===== src/rtl/bd_link_pkg.sv =====
package bd_link_pkg;
  typedef enum logic [1:0] {
    TX_IDLE,
    TX_WAIT,
    TX_REQ,
    TX_RELEASE
  } tx_state_e;
endpackage


===== src/rtl/bd_margin_timer.sv =====
module bd_margin_timer #(
  parameter int CNT_W = 4
) (
  input  logic             clk,
  input  logic             rst,
  input  logic             start,
  input  logic [CNT_W-1:0] margin,
  output logic             expired
);
  logic [CNT_W-1:0] cnt;
  logic             busy;

  // zero is clamped to one: both load a count of zero
  always_ff @(posedge clk) begin
    if (rst) begin
      busy <= 1'b0;
      cnt  <= '0;
    end else if (start) begin
      busy <= 1'b1;
      cnt  <= (margin == '0) ? '0 : margin - 1'b1;
    end else if (busy) begin
      if (cnt == '0) busy <= 1'b0;
      else           cnt  <= cnt - 1'b1;
    end
  end

  assign expired = busy && (cnt == '0);

  assert_start_when_free_R2: assert property (@(posedge clk) disable iff (rst)
    start |-> !busy);
  assert_run_begins_on_start_R3: assert property (@(posedge clk) disable iff (rst)
    $rose(busy) |-> $past(start));
endmodule


===== src/rtl/bd_rx_capture.sv =====
module bd_rx_capture #(
  parameter int DATA_W     = 16,
  parameter bit FOUR_PHASE = 1'b1
) (
  input  logic              clk,
  input  logic              rst,
  input  logic              up_req,
  input  logic [DATA_W-1:0] up_data,
  input  logic              retire,
  output logic              up_ack,
  output logic              full,
  output logic [DATA_W-1:0] data_q
);
  logic accept;

  generate
    if (FOUR_PHASE) begin : g_rz
      assign accept = !full && up_req && !up_ack;
    end else begin : g_tr
      assign accept = !full && (up_req != up_ack);
    end
  endgenerate

  always_ff @(posedge clk) begin
    if (rst) begin
      up_ack <= 1'b0;
      full   <= 1'b0;
      data_q <= '0;
    end else begin
      if (accept) begin
        data_q <= up_data;
        full   <= 1'b1;
        up_ack <= FOUR_PHASE ? 1'b1 : ~up_ack;
      end else begin
        if (retire) full <= 1'b0;
        if (FOUR_PHASE && up_ack && !up_req) up_ack <= 1'b0;
      end
    end
  end

  assert_word_held_R8: assert property (@(posedge clk) disable iff (rst)
    full && $past(full) |-> $stable(data_q));
  assert_retire_only_full_R9: assert property (@(posedge clk) disable iff (rst)
    retire |-> full);

  generate
    if (FOUR_PHASE) begin : g_chk_rz
      assert_ack_rise_R4: assert property (@(posedge clk) disable iff (rst)
        $rose(up_ack) |-> $past(up_req) && !$past(full));
      assert_ack_fall_R4: assert property (@(posedge clk) disable iff (rst)
        $fell(up_ack) |-> !$past(up_req));
    end else begin : g_chk_tr
      assert_ack_edge_R6: assert property (@(posedge clk) disable iff (rst)
        (up_ack != $past(up_ack)) |-> !$past(full) && ($past(up_req) != $past(up_ack)));
    end
  endgenerate
endmodule


===== src/rtl/bd_tx_launch.sv =====
module bd_tx_launch
  import bd_link_pkg::*;
#(
  parameter bit FOUR_PHASE = 1'b1
) (
  input  logic clk,
  input  logic rst,
  input  logic full,
  input  logic expired,
  input  logic dn_ack,
  output logic start,
  output logic done,
  output logic dn_req
);
  tx_state_e state;

  assign start = full && (state == TX_IDLE);

  generate
    if (FOUR_PHASE) begin : g_done_rz
      assign done = (state == TX_RELEASE) && !dn_ack;
    end else begin : g_done_tr
      assign done = (state == TX_REQ) && (dn_ack == dn_req);
    end
  endgenerate

  always_ff @(posedge clk) begin
    if (rst) begin
      state  <= TX_IDLE;
      dn_req <= 1'b0;
    end else begin
      case (state)
        TX_IDLE: if (full) state <= TX_WAIT;
        TX_WAIT: if (expired) begin
          dn_req <= FOUR_PHASE ? 1'b1 : ~dn_req;
          state  <= TX_REQ;
        end
        TX_REQ: begin
          if (FOUR_PHASE) begin
            if (dn_ack) begin
              dn_req <= 1'b0;
              state  <= TX_RELEASE;
            end
          end else if (dn_ack == dn_req) begin
            state <= TX_IDLE;
          end
        end
        TX_RELEASE: if (!dn_ack) state <= TX_IDLE;
        default: state <= TX_IDLE;
      endcase
    end
  end

  assert_quiet_when_empty_R10: assert property (@(posedge clk) disable iff (rst)
    !full |-> $stable(dn_req));

  generate
    if (FOUR_PHASE) begin : g_chk_rz
      assert_req_after_margin_R2: assert property (@(posedge clk) disable iff (rst)
        $rose(dn_req) |-> $past(expired));
      assert_req_drop_on_ack_R5: assert property (@(posedge clk) disable iff (rst)
        $fell(dn_req) |-> $past(dn_ack));
    end else begin : g_chk_tr
      assert_req_edge_after_margin_R7: assert property (@(posedge clk) disable iff (rst)
        (dn_req != $past(dn_req)) |-> $past(expired));
    end
  endgenerate
endmodule


===== src/rtl/bd_link_stage.sv =====
module bd_link_stage #(
  parameter int DATA_W     = 16,
  parameter int MARGIN_W   = 4,
  parameter bit FOUR_PHASE = 1'b1
) (
  input  logic                clk,
  input  logic                rst,
  input  logic [MARGIN_W-1:0] margin,
  input  logic                up_req,
  input  logic [DATA_W-1:0]   up_data,
  output logic                up_ack,
  output logic                dn_req,
  output logic [DATA_W-1:0]   dn_data,
  input  logic                dn_ack
);
  logic full, retire, start, expired;

  bd_rx_capture #(.DATA_W(DATA_W), .FOUR_PHASE(FOUR_PHASE)) u_rx (
    .clk(clk), .rst(rst), .up_req(up_req), .up_data(up_data),
    .retire(retire), .up_ack(up_ack), .full(full), .data_q(dn_data)
  );

  bd_margin_timer #(.CNT_W(MARGIN_W)) u_timer (
    .clk(clk), .rst(rst), .start(start), .margin(margin), .expired(expired)
  );

  bd_tx_launch #(.FOUR_PHASE(FOUR_PHASE)) u_tx (
    .clk(clk), .rst(rst), .full(full), .expired(expired), .dn_ack(dn_ack),
    .start(start), .done(retire), .dn_req(dn_req)
  );

  assert_retire_frees_R9: assert property (@(posedge clk) disable iff (rst)
    retire |=> !full);
  assert_launch_needs_word_R8: assert property (@(posedge clk) disable iff (rst)
    expired |-> full);
endmodule


===== config.mk =====
export PLATFORM = sky130hd
export DESIGN_NAME = bd_link_stage
export DESIGN_NICKNAME = d
export VERILOG_FILES = /design/src/rtl/bd_link_pkg.sv /design/src/rtl/bd_margin_timer.sv /design/src/rtl/bd_rx_capture.sv /design/src/rtl/bd_tx_launch.sv /design/src/rtl/bd_link_stage.sv
export SDC_FILE = /design/constraint.sdc
export NUM_CORES = 1
export LEC_CHECK = 0
export BUFFER_PORTS_ARGS = -buffer_cell sky130_fd_sc_hd__buf_2
export CAP_MARGIN = 15
export CORE_MARGIN = 4
export CORE_UTILIZATION = 51
export CTS_BUF_LIST = sky130_fd_sc_hd__clkbuf_4
export DETAILED_ROUTE_END_ITERATION = 6
export HOLD_SLACK_MARGIN = 0.03
export PLACE_DENSITY_LB_ADDON = 0.12
export SLEW_MARGIN = 20
export SYNTH_ARGS = -nofsm -noshare
export SYNTH_HDL_FRONTEND = slang
export SYNTH_SLANG_ARGS = --single-unit

===== constraint.sdc =====
create_clock -name clk -period 1.9 [get_ports clk]
set_clock_uncertainty 0.15 [all_clocks]
set_input_delay 0.285 -clock clk [delete_from_list [all_inputs] [get_ports clk]]
set_output_delay 0.285 -clock clk [all_outputs]
set_load 0.05 [all_outputs]

==> impl_metrics.tcl, run 1 <==
set metrics [dict create \
    status "finished clean" \
    tns_ns 0 \
    mostFrequentLayoutCells "41 x buf_2, 26 x dfxtp_1, 21 x nor2_1, 19 x mux2i_1, 9 x nand2_1" \
    die_h_um 56.66 \
    p_per_area_mw_per_mm2 929.4 \
    fin_crit_sh_pct 95.53 \
    cts_buffers 3 \
    clock.fmax_mhz 551.0 \
    fin_hold_ws_ns 0.04625 \
    drt_iter0_markers 26 \
    initial_core_util_pct 54.06 \
    gp_congestion 0.7798 \
    cts_tree "built" \
    core_mm2 0.002233 \
    path_clk_slew_ns 0.13 \
    end_kind "register" \
    synth_compound_area_share_pct 9.534 \
    muxShareOfSynthArea_pct 15.75 \
    grt_pass1_wl_mm 4.264 \
    syn_nets 159 \
    num_antenna_cells 0 \
    worstMarginPinSlew_ns 0.4217 \
    final_layout_size_suffix_gt1_share_pct 28.99 \
    syn-cell-area_mm2 0.001207 \
    synthXorXnorAreaFrac_pct 0 \
    critPathLaunchType "register" \
    grt_pass1_vias 1067 \
    placed_cells 194 \
    hp-class "primary input to register" \
    synth_simple_gate_area_share_pct 19.90 \
    grt.overflow.total 0 \
    final_common_cell "buf_2" \
    final-hold-violation-count 0 \
    drv_slew 0 \
    synth.avg_cell_area_um2 9.433 \
    synth_top_family_by_area "simple AND/OR/NAND/NOR gates" \
    worstPathArrival_ns 1.88 \
    maxSlewHeadroom_pct 71.89 \
    layout_setup_ws_ns 0.08501 \
    die-area_mm2 0.003210 \
    clk_latency_ns 0.31 \
    grt_max_degree 25 \
    syn_inst 128 \
    drc 0 \
    ys.warnings.count 0 \
    ys_ff_latch 26 \
    htree_num_levels 1 \
    dpl.hpwl_mm 1.960 \
    crit_fanout 4 \
    path_class "register to register" \
    areaGrowthSynthToFinish_pct 21.97 \
    seq_area_frac_synth_pct 43.11 \
    place_ws_ns 0.09501 \
    firstDrtPassIters 6 \
    layoutNonFillerInstCount 197 \
    io_pins 42 \
    die_w_um 56.66 \
    cts_setup_buffers 0 \
    rows 17 \
    routed_wl_mm 2.549 \
    vias 1076 \
    cts.sinks 26 \
    grtUsageTotal_pct 16.41 \
    wl_per_cell_um 12.94 \
    min_period_ns 1.815 \
    viasPerCell 5.462 \
    synth-adder-area-share_pct 7.254 \
    cts_hold_buf 0 \
    antenna_left 0 \
    design_area_mm2 0.001473 \
    irDropWorstVdd_v 0.0006214 \
    portBuffers 41 \
    worstPathRequired_ns 1.96 \
    setup_viol 0 \
    max-cap-violations 0 \
    ctsLongestPathBuffers 2 \
    nNetsFinal 202 \
    place_area_mm2 0.001444 \
    yosysUniqueCellTypes 34 \
    rsz0062_at_grt "no" \
    antenna_found_initial 0 \
    leakagePower_nw 0.7012 \
    cts_root_buf "clkbuf_4" \
]
-- Yosys cell counts (all sizes together) --
cell / count / share of area [%]
dfxtp: 26 / 43
nor2: 21 / 6.5
mux2i: 19 / 16
nand2: 9 / 2.8
inv: 8 / 2.5
ha: 7 / 7.3
and3: 3 / 1.6
clkbuf: 3 / 0.93
a21oi: 2 / 0.83
a221o: 2 / 1.7
buf: 2 / 1.0
nand2b: 2 / 1.0
nor3: 2 / 0.83
nor4b: 2 / 1.5
o21ai: 2 / 0.83
a211o: 1 / 0.73
a311oi: 1 / 0.73
a31oi: 1 / 0.52
and2: 1 / 0.52
and4: 1 / 0.73
nand3: 1 / 0.41
nand4: 1 / 0.52
nor3b: 1 / 0.62
nor4bb: 1 / 0.83
o21a: 1 / 0.62
o21bai: 1 / 0.62
o221a: 1 / 0.93
o31a: 1 / 0.73
o31ai: 1 / 0.62
o41ai: 1 / 0.73
or3: 1 / 0.52
or3b: 1 / 0.73
or4b: 1 / 0.83
-- cell families after synthesis --
kind of cell               Yosys count
adders and majority gates            7
and+or+nand+nor                     48
AOI/OAI and AO/OA                   15
buffers and inverters               13
muxes                               19
DFF                                 26
-- report_power, final --
group / leakage, nW / switching [mW] / internal [mW] / total, mW
clock: 0.0138 / 0.153 / 0.0742 / 0.227
sequential: 0.213 / 0.0557 / 0.609 / 0.665
combinational: 0.474 / 0.287 / 0.190 / 0.476
total: 0.701 / 0.496 / 0.873 / 1.37
-- final timing paths --
| path | to | from | cells past startpoint | slack, ns |
|---|---|---|---|---|
| hold / removal | u_rx.up_ack | up_req | 2 | 0.05 |
| hold reg to reg | u_tx.dn_req | u_tx.dn_req | 2 | 0.35 |
| setup reg to reg | u_timer.cnt[1] | u_timer.cnt[0] | 5 | 0.09 |
| setup / recovery | u_timer.cnt[1] | u_timer.cnt[0] | 5 | 0.09 |
-- state kept, by name, indices dropped and copies added (netlist names) --
signal / flops
u_timer.busy: 1
u_rx.full: 1
u_rx.up_ack: 1
u_rx.data_q: 16
u_tx.state: 2
u_timer.cnt: 4
u_tx.dn_req: 1
-- final cells by class --
cell class,instances,area [µm²]
sequential,26,520.5
inverter,8,30.03
fill,216,760.7
clock buffer,3,22.52
multi-input combinational,89,644.4
timing repair buffer,43,220.2
tap,28,35.03
-- stage by stage --
step,utilization (%),total power [mW]
CTS,65.66,1.377
global placement,64.65,1.131
detailed placement,64.65,1.149
global route,65.94,1.456
floorplan,-,1.031
finish,65.94,1.369
-- worst max-delay path, cell delays in order (launching register included) --
cell     delay [ns]
dfxtp_1        0.34
inv_1          0.12
ha_1           0.23
or3b_1         0.41
and4_1         0.22
a221o_1        0.25
-- per-layer routing --
layer / GRT usage (%) / routed length, µm / vias up / part of all wire (%)
li1: - / - / 529 / -
met1: 18.57 / 1053 / 506 / 41
met4: 6.102 / 17 / 0 / 0.67
met2: 30.03 / 1298 / 39 / 51
met3: 2.989 / 179 / 2 / 7.0
met5: 0 / 0 / - / 0
-- timing repair --
| item | 4_1_cts | 5_1_grt |
|---|---|---|
| setup endpoints to repair | 0 | 2 |
| resized for setup | 0 | 1 |
| endpoints found under the hold margin | 0 | 0 |
No activity file was read; power rests on OpenSTA's default activity.
==> run 2: changes to the inputs <==
--- a/config.mk
+++ b/config.mk
@@ -7,13 +7,15 @@
 export LEC_CHECK = 0
 export BUFFER_PORTS_ARGS = -buffer_cell sky130_fd_sc_hd__buf_2
 export CAP_MARGIN = 15
+export CELL_PAD_IN_SITES_DETAIL_PLACEMENT = 1
+export CELL_PAD_IN_SITES_GLOBAL_PLACEMENT = 1
 export CORE_MARGIN = 4
-export CORE_UTILIZATION = 51
+export CORE_UTILIZATION = 37
 export CTS_BUF_LIST = sky130_fd_sc_hd__clkbuf_4
 export DETAILED_ROUTE_END_ITERATION = 6
 export HOLD_SLACK_MARGIN = 0.03
 export PLACE_DENSITY_LB_ADDON = 0.12
-export SLEW_MARGIN = 20
+export SLEW_MARGIN = 40
 export SYNTH_ARGS = -nofsm -noshare
 export SYNTH_HDL_FRONTEND = slang
 export SYNTH_SLANG_ARGS = --single-unit
==> run 2 against run 1 <==
Effect of this change:
- sequential share of layout area down 1.0 points
- sequential power about the same
- largest cell class unchanged
- register-to-register slack about the same
==> impl_metrics.tcl, run 2 (synthesis results as in run 1) <==
set metrics [dict create \
    htree_num_levels 1 \
    tns_ns 0 \
    portBuffers 41 \
    hold_path_end "u_rx.data_q[11]" \
    layoutNonFillerInstCount 216 \
    final_common_cell "buf_2" \
    cts.sinks 26 \
    status "finished clean" \
    irDropWorstVdd_v 0.0004018 \
    core_mm2 0.003078 \
    wl_per_cell_um 13.30 \
    setup_viol 0 \
    drv_slew 0 \
    clock.fmax_mhz 551.3 \
    antenna_left 0 \
    dpl.hpwl_mm 2.242 \
    firstDrtPassIters 3 \
    areaGrowthSynthToFinish_pct 25.60 \
    cts_setup_buffers 0 \
    p_per_area_mw_per_mm2 917.5 \
    worstPathRequired_ns 1.96 \
    num_antenna_cells 0 \
    cts_buffers 3 \
    max-cap-violations 0 \
    crit_fanout 4 \
    design_area_mm2 0.001516 \
    place_area_mm2 0.001471 \
    maxSlewHeadroom_pct 76.60 \
    die_w_um 65.13 \
    reg2reg_to "u_timer.cnt[1]" \
    leakagePower_nw 0.7121 \
    path_clk_slew_ns 0.14 \
    rsz0062_at_grt "no" \
    worstMarginPinSlew_ns 0.3461 \
    hp-start "up_data[11]" \
    fillers 391 \
    fin_crit_sh_pct 95.46 \
    regToRegSetupSlack_ns 0.09 \
    initial_core_util_pct 39.23 \
    rows 20 \
    drc 0 \
    grt_pass1_vias 1139 \
    grt_max_degree 19 \
    grt_pass1_wl_mm 4.795 \
    end_kind "register" \
    viasPerCell 4.921 \
    reg_top3 "u_rx.data_q (16), u_timer.cnt (4), u_tx.state (2)" \
    cts_root_buf "clkbuf_4" \
    gp_congestion 0.8209 \
    drt_iter0_markers 41 \
    ff2ff_path_depth 5 \
    antenna_found_initial 0 \
    largest_reg_flops 16 \
    path_class "register to register" \
    io_pins 42 \
    mostFrequentLayoutCells "41 x buf_2, 26 x dfxtp_1, 21 x nor2_1, 19 x mux2i_1" \
    nNetsFinal 204 \
    fin_hold_ws_ns 0.04771 \
    placed_cells 211 \
    cts_tree "built" \
    grt.overflow.total 0 \
    die_h_um 65.13 \
    ctsLongestPathBuffers 2 \
    hp-class "primary input to register" \
    finalPower_mw 1.391 \
    vias 1063 \
    largest_register "u_rx.data_q" \
    final-hold-violation-count 0 \
    clk_latency_ns 0.31 \
    grtUsageTotal_pct 14.47 \
    r2r_start "u_timer.cnt[0]" \
    critPathLaunchType "register" \
    die-area_mm2 0.004241 \
    holdPathStages 3 \
    crit_start "u_timer.cnt[0]" \
    min_period_ns 1.814 \
    routed_wl_mm 2.873 \
    final_layout_size_suffix_gt1_share_pct 29.65 \
    worstPathArrival_ns 1.88 \
]
==> run 2: cell count changes in the layout (fill, tap and decap cells not counted), sizes merged <==
cell         previous run  this run
buf                    43        44
clkinv                  0         1
dlygate4sd3             0         1
==> run 2: final cells by class <==
class	instances	area (µm²)	area share, %
Multi-Input combinational cell	89	646.9	42.66
Timing Repair Buffer	45	237.7	15.68
Clock inverter	1	3.754	0.2475
Clock buffer	3	22.52	1.485
Sequential cell	26	520.5	34.32
Tap cell	44	55.05	3.630
Inverter	8	30.03	1.980
==> run 2: metrics by stage <==
stage / setup WS [ns] / util, %
finish: 0.08625 / 49.27
global placement: 0.1664 / 47.80
global route: 0.009214 / 49.27
floorplan: 0.2369 / -
detailed placement: 0.08406 / 47.80
CTS: 0.06450 / 48.66
==> run 2: timing repair <==
| item | in CTS | in global routing |
|---|---|---|
| endpoints found under the hold margin | 0 | 1 |
| hold buffers | 0 | 1 |
| setup endpoints to repair | 0 | 3 |
| gates resized for setup | 0 | 2 |
==> run 2: layer usage <==
layer	vias to the layer above	GRT usage (%)	routed length [µm]
li1	536	-	-
met1	497	16.19	1260
met2	26	25.67	1386
met3	4	4.274	177
met4	0	5.699	48
met5	-	0	0
==> run 2: where the power goes <==
part,internal [mW],switching (mW)
Combinational,0.193,0.300
Sequential,0.609,0.0554
Clock,0.0768,0.157
Total,0.879,0.512
==> run 2: worst max-delay path by stage <==
stage                                end  slack, ns  cells after the start
after floorplan           u_timer.cnt[1]       0.24                      5
after global placement    u_timer.cnt[1]       0.17                      5
after detailed placement   u_tx.state[1]       0.08                      5
after CTS                  u_tx.state[1]       0.06                      5
after global routing      u_timer.cnt[1]      0.009                      5
final                     u_timer.cnt[1]       0.09                      5
==> run 2: critical path, cell delays in order, from the launching register on <==
cell and delay [ns]:
dfxtp_1 0.33, inv_1 0.13, ha_1 0.23, or3b_1 0.42, and4_1 0.21, a221o_1 0.25
